<file path="src/rtl/sar_rd_pkg.sv">
package sar_rd_pkg;

    localparam int WORD_W_DFLT = 12;
    localparam int LEAD_EDGES_DFLT = 3;

    typedef enum logic [1:0] {
        ST_IDLE  = 2'd0,
        ST_SETUP = 2'd1,
        ST_CLOCK = 2'd2,
        ST_HOLD  = 2'd3
    } seq_state_e;

    // Per-cycle events passed from the sequencer to the capture datapath.
    typedef struct packed {
        logic launch;  // start accepted this cycle
        logic rise;    // sclk goes high at this edge: sample now
        logic finish;  // chip select released at this edge
    } seq_evt_t;

    // Half period in system clocks, rounded up so the serial clock never
    // exceeds the requested maximum.
    function automatic int calc_half(input longint clk_hz, input longint sclk_hz);
        longint h;
        h = (clk_hz + 2 * sclk_hz - 1) / (2 * sclk_hz);
        if (h < 1) h = 1;
        return int'(h);
    endfunction

endpackage

</file>
<file path="src/rtl/sar_rd_div.sv">
module sar_rd_div #(
    parameter int HALF = 4,
    localparam int CW = (HALF > 1) ? $clog2(HALF) : 1
) (
    input  logic clk,
    input  logic rst,
    input  logic run_i,
    output logic tick_o
);
    localparam logic [CW-1:0] LAST = CW'(HALF - 1);

    logic [CW-1:0] cnt_q;

    assign tick_o = run_i && (cnt_q == LAST);

    always_ff @(posedge clk) begin
        if (rst || !run_i || tick_o) begin
            cnt_q <= '0;
        end else begin
            cnt_q <= cnt_q + 1'b1;
        end
    end
endmodule

</file>
<file path="src/rtl/sar_rd_seq.sv">
module sar_rd_seq
    import sar_rd_pkg::*;
#(
    parameter int DATA_W = 12,
    parameter int LEAD_EDGES = 3,
    localparam int EW = $clog2(LEAD_EDGES + 2 * DATA_W) + 1
) (
    input  logic          clk,
    input  logic          rst,
    input  logic          start_i,
    input  logic          verify_i,
    input  logic          tick_i,
    output logic          run_o,
    output logic          csn_o,
    output logic          sclk_o,
    output logic          busy_o,
    output logic          verify_q_o,
    output seq_evt_t      evt_o,
    output logic [EW-1:0] edge_idx_o
);
    localparam logic [EW-1:0] LAST_PLAIN  = EW'(LEAD_EDGES + DATA_W);
    localparam logic [EW-1:0] LAST_VERIFY = EW'(LEAD_EDGES + 2 * DATA_W - 1);

    seq_state_e    state_q;
    logic [EW-1:0] ecnt_q;
    logic [EW-1:0] last_edge;

    assign last_edge  = verify_q_o ? LAST_VERIFY : LAST_PLAIN;
    assign run_o      = (state_q != ST_IDLE);
    assign edge_idx_o = ecnt_q + 1'b1;

    always_comb begin
        evt_o.launch = (state_q == ST_IDLE) && start_i;
        evt_o.rise   = (state_q == ST_CLOCK) && tick_i && !sclk_o;
        evt_o.finish = (state_q == ST_HOLD) && tick_i;
    end

    always_ff @(posedge clk) begin
        if (rst) begin
            state_q    <= ST_IDLE;
            csn_o      <= 1'b1;
            sclk_o     <= 1'b0;
            busy_o     <= 1'b0;
            verify_q_o <= 1'b0;
            ecnt_q     <= '0;
        end else begin
            unique case (state_q)
                ST_IDLE: begin
                    if (start_i) begin
                        state_q    <= ST_SETUP;
                        csn_o      <= 1'b0;
                        busy_o     <= 1'b1;
                        verify_q_o <= verify_i;
                        ecnt_q     <= '0;
                    end
                end
                ST_SETUP: begin
                    if (tick_i) state_q <= ST_CLOCK;
                end
                ST_CLOCK: begin
                    if (tick_i) begin
                        if (!sclk_o) begin
                            sclk_o <= 1'b1;
                            ecnt_q <= ecnt_q + 1'b1;
                        end else begin
                            sclk_o <= 1'b0;
                            if (ecnt_q == last_edge) state_q <= ST_HOLD;
                        end
                    end
                end
                ST_HOLD: begin
                    if (tick_i) begin
                        state_q <= ST_IDLE;
                        csn_o   <= 1'b1;
                        busy_o  <= 1'b0;
                    end
                end
                default: state_q <= ST_IDLE;
            endcase
        end
    end
endmodule

</file>
<file path="src/rtl/sar_rd_capture.sv">
module sar_rd_capture
    import sar_rd_pkg::*;
#(
    parameter int DATA_W = 12,
    parameter int LEAD_EDGES = 3,
    localparam int EW = $clog2(LEAD_EDGES + 2 * DATA_W) + 1,
    localparam int PW = $clog2(DATA_W)
) (
    input  logic              clk,
    input  logic              rst,
    input  seq_evt_t          evt_i,
    input  logic [EW-1:0]     edge_idx_i,
    input  logic              verify_i,
    input  logic              sdata_i,
    output logic [DATA_W-1:0] result_o,
    output logic              valid_o,
    output logic              mismatch_o
);
    localparam logic [EW-1:0] WORD_FIRST = EW'(LEAD_EDGES + 1);
    localparam logic [EW-1:0] WORD_LAST  = EW'(LEAD_EDGES + DATA_W);
    localparam logic [EW-1:0] MIR_FIRST  = EW'(LEAD_EDGES + DATA_W + 1);
    localparam logic [EW-1:0] MIR_LAST   = EW'(LEAD_EDGES + 2 * DATA_W - 1);

    logic [DATA_W-1:0] word_q;
    logic              mis_q;
    logic              in_word;
    logic              in_mirror;
    logic [EW-1:0]     mir_off;
    logic [PW-1:0]     mir_pos;
    logic              ref_bit;

    always_comb begin
        in_word   = (edge_idx_i >= WORD_FIRST) && (edge_idx_i <= WORD_LAST);
        in_mirror = verify_i && (edge_idx_i >= MIR_FIRST) && (edge_idx_i <= MIR_LAST);
        mir_off   = edge_idx_i - WORD_LAST;
        mir_pos   = mir_off[PW-1:0];
        ref_bit   = word_q[mir_pos];
    end

    always_ff @(posedge clk) begin
        if (rst) begin
            word_q     <= '0;
            mis_q      <= 1'b0;
            result_o   <= '0;
            valid_o    <= 1'b0;
            mismatch_o <= 1'b0;
        end else begin
            valid_o <= 1'b0;
            if (evt_i.launch) begin
                word_q <= '0;
                mis_q  <= 1'b0;
            end else if (evt_i.rise) begin
                if (in_word) word_q <= {word_q[DATA_W-2:0], sdata_i};
                if (in_mirror && (sdata_i != ref_bit)) mis_q <= 1'b1;
            end
            if (evt_i.finish) begin
                result_o   <= word_q;
                mismatch_o <= mis_q;
                valid_o    <= 1'b1;
            end
        end
    end
endmodule

</file>
<file path="src/rtl/sar_readout_ctrl.sv">
module sar_readout_ctrl
    import sar_rd_pkg::*;
#(
    parameter longint CLK_HZ      = 200_000_000,
    parameter longint SCLK_MAX_HZ = 200_000,
    parameter int     DATA_W      = WORD_W_DFLT,
    parameter int     LEAD_EDGES  = LEAD_EDGES_DFLT
) (
    input  logic              clk,
    input  logic              rst,
    input  logic              start_i,
    input  logic              verify_i,
    input  logic              sdata_i,
    output logic              csn_o,
    output logic              sclk_o,
    output logic              busy_o,
    output logic              valid_o,
    output logic [DATA_W-1:0] result_o,
    output logic              mismatch_o
);
    localparam int HALF = calc_half(CLK_HZ, SCLK_MAX_HZ);
    localparam int EW   = $clog2(LEAD_EDGES + 2 * DATA_W) + 1;

    logic          run;
    logic          tick;
    logic          verify_q;
    seq_evt_t      evt;
    logic [EW-1:0] edge_idx;

    sar_rd_div #(.HALF(HALF)) u_div (
        .clk    (clk),
        .rst    (rst),
        .run_i  (run),
        .tick_o (tick)
    );

    sar_rd_seq #(.DATA_W(DATA_W), .LEAD_EDGES(LEAD_EDGES)) u_seq (
        .clk        (clk),
        .rst        (rst),
        .start_i    (start_i),
        .verify_i   (verify_i),
        .tick_i     (tick),
        .run_o      (run),
        .csn_o      (csn_o),
        .sclk_o     (sclk_o),
        .busy_o     (busy_o),
        .verify_q_o (verify_q),
        .evt_o      (evt),
        .edge_idx_o (edge_idx)
    );

    sar_rd_capture #(.DATA_W(DATA_W), .LEAD_EDGES(LEAD_EDGES)) u_cap (
        .clk        (clk),
        .rst        (rst),
        .evt_i      (evt),
        .edge_idx_i (edge_idx),
        .verify_i   (verify_q),
        .sdata_i    (sdata_i),
        .result_o   (result_o),
        .valid_o    (valid_o),
        .mismatch_o (mismatch_o)
    );
endmodule

</file>
<file path="config.mk">
export PLATFORM = sky130hd
export DESIGN_NAME = sar_readout_ctrl
export DESIGN_NICKNAME = d
export VERILOG_FILES = /design/src/rtl/sar_rd_pkg.sv /design/src/rtl/sar_rd_div.sv /design/src/rtl/sar_rd_seq.sv /design/src/rtl/sar_rd_capture.sv /design/src/rtl/sar_readout_ctrl.sv
export SDC_FILE = /design/constraint.sdc
export NUM_CORES = 1
export LEC_CHECK = 0
export BUFFER_PORTS_ARGS = -buffer_cell sky130_fd_sc_hd__buf_2
export CAP_MARGIN = 10
export CELL_PAD_IN_SITES_DETAIL_PLACEMENT = 1
export CELL_PAD_IN_SITES_GLOBAL_PLACEMENT = 1
export CORE_MARGIN = 3
export CORE_UTILIZATION = 47
export CTS_BUF_LIST = sky130_fd_sc_hd__clkbuf_8 sky130_fd_sc_hd__clkbuf_16
export DETAILED_ROUTE_END_ITERATION = 12
export GPL_TIMING_DRIVEN = 0
export PLACE_DENSITY_LB_ADDON = 0.1
export SLEW_MARGIN = 20
export SYNTH_ARGS = -nofsm -noshare
export SYNTH_HDL_FRONTEND = slang
export SYNTH_HIERARCHICAL = 1
export SYNTH_SLANG_ARGS = --single-unit
</file>
<file path="constraint.sdc">
create_clock -name clk -period 7.1 [get_ports clk]
set_clock_uncertainty 0.2 [all_clocks]
set_input_delay 1.42 -clock clk [delete_from_list [all_inputs] [get_ports clk]]
set_output_delay 1.42 -clock clk [all_outputs]
set_load 0.005 [all_outputs]
</file>
======== After elaboration in Yosys (flattened, before gate mapping) ========
Cells that the tools add are included.
word-level totals
  logic and storage cells ................. 80
  flip-flop bits (word level) ............. 48
  input port bits ......................... 5
  output and inout port bits .............. 17
operators by class
  reduce and logical (&&, ||, !) cells .... 25
  equality and inequality tests ........... 13
  multiplexer cells ....................... 22
  order comparisons ....................... 5
  add/subtract/negate cells ............... 3
operators with widths
  cell                                                                                  number
  6-bit two-way mux                                                                     3
  2-bit two-way mux                                                                     6
  2-bit != test (second input constant)                                                 6
  6-bit case mux with 2 select lines                                                    1
  9-bit by 1-bit adder with 9-bit output (second input constant)                        1
  9-bit equality test (second input constant)                                           1
  1-bit logical AND                                                                     9
  2-bit case mux with 4 select lines                                                    1
  2-bit AND reduction                                                                   4
  1-bit two-way mux                                                                     7
  6-bit by 1-bit adder with 6-bit output (second input constant)                        1
  6-bit equality test                                                                   1
  6-bit by 3-bit greater-or-equal comparator with 1-bit output (second input constant)  1
  6-bit by 5-bit greater-or-equal comparator with 1-bit output (second input constant)  1
  6-bit by 4-bit less-or-equal comparator with 1-bit output (second input constant)     1
  6-bit by 5-bit less-or-equal comparator with 1-bit output (second input constant)     1
  6-bit AND reduction                                                                   1
  2-bit nonzero test                                                                    3
  4-bit by 5-bit less-than comparator with 1-bit output (second input constant)         1
  5-bit two-way mux                                                                     1
  1-bit binary-select mux with 4-bit select                                             1
  2-bit equality test (second input constant)                                           2
  1-bit case mux with 2 select lines                                                    2
  4-bit AND reduction                                                                   1
  9 further kinds                                                                       11

======== Logic depth before layout (Yosys ltp) ========
Gate-level depths: netlist (run 1).
  word-level depth ........................ 7
  mapped depth ............................ 12
  mapped depth without buffers ............ 11

======== Modules after synthesis ========
Netlist (run 1), hierarchy kept.
modules (own cells, without submodules)
  module          seq. area each (um^2)  area an instance (um^2)  instances  cells an instance
  sar_rd_capture  540.5                  1252.5                   1          145
  sar_rd_seq      240.2                  676.9                    1          84
  sar_rd_div      180.2                  417.9                    1          48

======== Worst setup path before layout (run 1) ========
No wires, ideal clock.
  path kind ............................... input-to-reg
  start point ............................. in start_i
  end point ............................... reg u_cap.mis_q
  setup time .............................. 88 ps
  arrival time ............................ 2333 ps
  buffers on the path ..................... 1
  cell stages on the path ................. 7
  path slack .............................. 4479 ps
  data required time ...................... 6812 ps
  path through ............................ nand2_1 inv_1 or2_0 buf_4 nor2_1 nand4_1 o32ai_2
RTL lines
  element               line                    text
  start, declared       sar_readout_ctrl.sv:11  input logic start_i,
  end signal, assigned  sar_rd_capture.sv:43    mis_q <= 1'b0;
  end signal, assigned  sar_rd_capture.sv:51    mis_q <= 1'b0;
  end signal, assigned  sar_rd_capture.sv:54    if (in_mirror && (sdata_i != ref_bit)) mis_q <= 1'b1;
  end, declared         sar_rd_capture.sv:25    logic mis_q;

==> results of run 1 <==
[worst max-delay path: cells and delay by family, from the launching register on]
| family | cells | cell delay, ns |
|---|---|---|
| adder cells (fa/ha/maj) | 1 | 0.27 |
| AND/OR/NAND/NOR | 6 | 1.29 |
| AO/OA/AOI/OAI | 1 | 0.15 |
| flip-flops | 1 | 0.40 |
| buffers and inverters | 4 | 0.80 |
[cell type report]
cell class                 instances  share of cell area [%]
clock inverter                     2                    2.25
inverter                          13                    1.83
buffer                            10                    2.02
timing repair buffer              21                    3.94
sequential                        48                    36.1
tap                               67                    3.15
clock buffer                       5                    2.58
multi-input combinational        206                    48.2
[cells in the mapped netlist (2+ instances only)]
library cell  instances
and2_1                4
or3_1                 6
buf_4                 2
xor2_1                5
o21ai_0               5
xnor2_1               2
mux2_4                2
nor3_1                4
a21oi_1              21
nor2_1               33
nand3b_1              3
clkbuf_1              6
mux2i_1              18
ha_1                  8
inv_1                13
dfxtp_1              48
nand2b_1              4
nand4_1               4
nor2b_1               5
a31oi_1               3
nand3_1              13
nand2_1              39
[worst min path at each step]
| stage | start | endpoint | slack (ns) | cells after the start |
|---|---|---|---|---|
| detailed placement | u_div/cnt_q[0]$_SDFF_PP0_ | u_div/cnt_q[0]$_SDFF_PP0_ | 0.26 | 1 |
| floorplan | u_div/cnt_q[0]$_SDFF_PP0_ | u_div/cnt_q[0]$_SDFF_PP0_ | 0.23 | 1 |
| finish | u_div/cnt_q[0]$_SDFF_PP0_ | u_div/cnt_q[0]$_SDFF_PP0_ | 0.27 | 1 |
| global placement | u_div/cnt_q[0]$_SDFF_PP0_ | u_div/cnt_q[0]$_SDFF_PP0_ | 0.24 | 1 |
| CTS | u_div/cnt_q[0]$_SDFF_PP0_ | u_div/cnt_q[0]$_SDFF_PP0_ | 0.28 | 1 |
| global route | u_cap/mis_q$_SDFFE_PP0P_ | u_cap/mis_q$_SDFFE_PP0P_ | 0.32 | 2 |
[stage by stage]
step	util (%)	instance area, um2	power [mW]
CTS	55.7	2670	0.637
floorplan	-	2350	0.380
finish	55.7	2670	0.630
detailed placement	53.0	2540	0.411
global placement	53.0	2540	0.407
global route	55.7	2670	0.667
[report_power, final]
part           total (mW)  internal [mW]  leakage (nW)  switching (mW)
registers           0.292          0.281         0.388          0.0105
clock network       0.227          0.139        0.0642          0.0888
logic               0.111         0.0419         0.562          0.0691
total               0.630          0.462          1.01           0.168
[registers in the layout, summed over array words and instances (netlist names)]
register          flops
u_cap/mis_q           1
u_cap/mismatch_o      1
u_cap/result_o       12
u_cap/valid_o         1
u_cap/word_q         12
u_div/cnt_q           9
u_seq/busy_o          1
u_seq/csn_o           1
u_seq/ecnt_q          6
u_seq/sclk_o          1
u_seq/state_q         2
u_seq/verify_q_o      1
[layer usage]
layer,vias up,global-route usage [%],share of wire [%]
met1,936,24.9,50
met2,18,32.8,46
met3,4,3.99,2.7
li1,1006,-,-
met5,-,0,0
met4,0,6.34,0.89
[kinds of logic (layout without fill, tap and decap cells)]
family | count (synthesis) | count (layout) | share of synthesized area, %
buf+inv | 23 | 51 | 4.37
compound gates | 46 | 46 | 13.1
mux | 20 | 20 | 8.96
fa+ha+maj | 8 | 8 | 4.26
flops | 48 | 48 | 40.9
xor+xnor | 7 | 7 | 2.61
simple gates | 125 | 125 | 25.7
==> results.cfg, run 1 <==
[place]
dp.cells = 365
dp_slack_ns = 3.97
port_buffers = 21
dp_hpwl_mm = 3.98
gp_congestion = 0.753

[clock_tree]
post_cts_buffers = 0
numCtsBuffers = 5
clk_path_buf_depth = 2
cts_tree = done
cts_htree_levels = 2
clock_latency_ns = 0.29
cts_resized = 0
hold_buffers = 0
cts_sinks = 48
cts_root_buf = clkbuf_8
path_clk_slew_ns = 0.08

[worst_setup_path]
regToRegSetupSlack_ns = 3.93
criticalPathCategory = reg -> reg
ff2ff_path_depth = 12
max_stage_delay_ns = 0.41
r2r_end = u_cap/word_q[4]$_SDFFE_PP0P_
path_cells = inv_1 > ha_1 > inv_1 > nand4_1 > nor2_1 > nand3b_1 > inv_1 > nand2b_1 > nor3_1 > clkbuf_1 > nand2_1 > a21oi_1
r2r-start = u_seq/state_q[0]$_SDFFE_PP0P_
cp.arrival_ns = 3.19
crit_fanout = 10
worstSetupEndpoint = u_cap/word_q[4]$_SDFFE_PP0P_
startpoint_type = flip-flop
cp-startpoint = u_seq/state_q[0]$_SDFFE_PP0P_
required_ns = 7.12
cpMaxStageDelayCell = clkbuf_1
end_kind = flip-flop
crit_top_cell = inv_1

[timing]
setup_viol = 0
min_period_over_period_pct = 44.6
setup_tns_ns = 0
report.final.slew_viol_count = 0
slew_headroom_pct = 62.4
fin_crit_ns = 3.17
fmax_mhz = 316
rsz0062_at_grt = false
hold_violations = 0
worst_slew_pin_slew_ns = 0.563
setup_ws_ns = 3.93
hold_ws_ns = 0.273

[power_and_ir_drop]
power_density_nw_per_um2 = 236
p_leak_nw = 1.01
irDropWorstVdd_v = 0.000135

[yosys]
synth_edf_count = 0
synth_top_area_share_pct = 40.9
yosysSeqAreaShare_pct = 40.9
ys_ff_latch = 48
synth_nets = 290
ys.flop_type = dfxtp_1
synth_top_area_cell = dfxtp_1
yosysUniqueCellTypes = 51
netlist_area_um2 = 2350
ys_top_cells_by_area = dfxtp_1, mux2i_1, nand2_1
synth_area_per_cell_um2 = 8.47
async_flop_share_pct = 0
postSynthCellCount = 277
ys_warn_count = 6

[status]
outcome = complete, no violations

[finish]
drive_above_1_share_pct = 14.1
final_cell_mix = dfxtp_1, nand2_1, nor2_1
fillers = 609
multi_input_area_um2 = 1280
mostFrequentLayoutCell = dfxtp_1
register_area_um2 = 961
fin_nets = 318
area_delta_synth_final_pct = 13.5
instances_no_fill = 372
antenna_cells = 0

[global_routing]
antenna_found_initial = 0
grt_pass1_vias = 2031
grt_max_degree = 15
grt_pass1_wl_mm = 9.42
grt-ovfl-total = 0
grt_usage_pct = 19.5

[routing]
wire_per_inst_um = 14.4
vias = 1964
first_iter_violations = 39
wirelength_mm = 5.37
antenna_left = 0
routed_via_density = 5.28
route.detailed.drc = 0
drt-pass1-iter-count = 4

[floorplanning]
dieArea_um2 = 5880
die_x_um = 76.7
ioPinCount = 22
initial_core_util_pct = 49.0
die_h_um = 76.7
rows = 25
coreArea_um2 = 4790

[job]
max_cap_violations = 0

[min_path]
hold_path.class = reg -> reg
Power figures use the tool's default switching activity.
==> run 2: changes to the inputs <==
Settings changed: CORE_UTILIZATION 47 to 40.
Clock period 7.1 ns to 2.6 ns, I/O delays scaled along.
==> run 2 against run 1 <==
- first-iteration DRC count up 44%
- sequential power increased to 2.7 times the previous value
- total power grew to 3.0 times the previous value
- global-route usage shrank 1.7 points
- clock power rose to 3.3 times the previous value
- largest power group unchanged
==> results.cfg, run 2 (synthesis gave the netlist of run 1 again) <==
[floorplanning]
dieArea_um2 = 6820
coreArea_um2 = 5610
rows = 27
die_h_um = 82.6
ioPinCount = 22
die_x_um = 82.6
initial_core_util_pct = 41.9

[routing]
first_iter_violations = 56
routed_via_density = 5.30
wirelength_mm = 5.72
antenna_left = 0
vias = 2061
drt-pass1-iter-count = 4
route.detailed.drc = 0
wl_met1_mm = 2.74
top_layer_used = met4
route.met3.wl_um = 163
wire_per_inst_um = 14.7
wl_met2_mm = 2.75

[timing]
rsz0062_at_grt = true
hold_violations = 0
setup_tns_ns = 0
min_period_over_period_pct = 98.8
worst_slew_pin_slew_ns = 0.460
report.final.slew_viol_count = 0
setup_viol = 0
slew_headroom_pct = 69.3
fin_crit_ns = 2.57
fmax_mhz = 389

[global_routing]
grt-ovfl-total = 0
antenna_found_initial = 0
grt_pass1_wl_mm = 9.36
grt_usage_pct = 17.7
grt_pass1_vias = 2000
grt_max_degree = 16

[job]
max_cap_violations = 0

[power_and_ir_drop]
power_density_nw_per_um2 = 651
p_leak_nw = 1.09
irDropWorstVdd_v = 0.000319
fin_total_pwr_mw = 1.88

[clock_tree]
clock_latency_ns = 0.30
path_clk_slew_ns = 0.10
cts_sinks = 48
cts_tree = done
hold_buffers = 0
cts_root_buf = clkbuf_8
numCtsBuffers = 5
clk_path_buf_depth = 2
cts_htree_levels = 2

[finish]
drive_above_1_share_pct = 25.6
mostFrequentLayoutCell = dfxtp_1
design_area_um2 = 2890
reg.largest.list = u_cap/result_o: 12 flops, u_cap/word_q: 12 flops, u_div/cnt_q: 9 flops
area_delta_synth_final_pct = 23.2
instances_no_fill = 389
final_cell_mix = dfxtp_1, nand2_1, nor2_1
fin_nets = 329
antenna_cells = 0
utilization_pct = 51.6

[worst_setup_path]
cp.arrival_ns = 2.58
crit_fanout = 7
startpoint_type = flip-flop
criticalPathCategory = reg -> reg
end_kind = flip-flop
required_ns = 2.61

[place]
port_buffers = 21
dp.cells = 370
place_area_um2 = 2540
dp_hpwl_mm = 4.05
gp_congestion = 0.725

[status]
outcome = complete, no violations

[min_path]
hold_path.class = reg -> reg
-- run 2: cell type report --
class,instances,area [um2]
inverter,13,51.3
timing repair buffer,34,203
buffer,8,52.6
clock buffer,5,68.8
fill,694,2720
clock inverter,3,90.1
multi-input combinational,206,1370
tap,72,90.1
sequential,48,972
-- run 2: per-layer routing --
metal,global-route usage (%),vias up
met5,0,-
li1,-,1034
met3,3.69,9
met1,23.1,993
met4,5.56,0
met2,29.3,25
-- run 2: report_power, final --
group / internal [mW] / total, mW / switching, mW / leakage, nW
clock: 0.481 / 0.745 / 0.264 / 0.0784
combinational: 0.135 / 0.342 / 0.207 / 0.617
sequential: 0.770 / 0.795 / 0.0250 / 0.390
total: 1.39 / 1.88 / 0.496 / 1.09
-- run 2: worst paths after layout --
| kind | startpoint | endpoint | slack, ns | cells past startpoint |
|---|---|---|---|---|
| worst max-delay path | u_seq/ecnt_q[1]$_SDFFE_PP0P_ | u_cap/mis_q$_SDFFE_PP0P_ | 0.03 | 9 |
| worst min-delay path | u_div/cnt_q[0]$_SDFF_PP0_ | u_div/cnt_q[0]$_SDFF_PP0_ | 0.23 | 1 |
| worst max register to register | u_seq/ecnt_q[1]$_SDFFE_PP0P_ | u_cap/mis_q$_SDFFE_PP0P_ | 0.03 | 9 |
| worst min register to register | u_div/cnt_q[0]$_SDFF_PP0_ | u_div/cnt_q[0]$_SDFF_PP0_ | 0.23 | 1 |
-- run 2: per-stage QoR --
step	setup slack [ns]	hold slack (ns)
after floorplan	0.100	0.226
after global placement	-0.459	0.243
after detailed placement	-0.579	0.252
after CTS	0.00327	0.252
after global routing	-0.0719	0.252
final	0.0309	0.233
-- run 2: timing repair --
action,in CTS,in global routing
gates resized for setup,22,14
endpoints found under the setup margin,23,20
buffers inserted,6,7
pin swaps,4,9
-- run 2: worst max-delay path: stages (launching register included) --
cell      delay [ns]
dfxtp_4         0.38
ha_4            0.30
inv_4           0.04
ha_4            0.33
mux2_4          0.34
mux2i_1         0.14
o22ai_1         0.11
a311oi_2        0.28
a21boi_1        0.12
o32ai_2         0.26
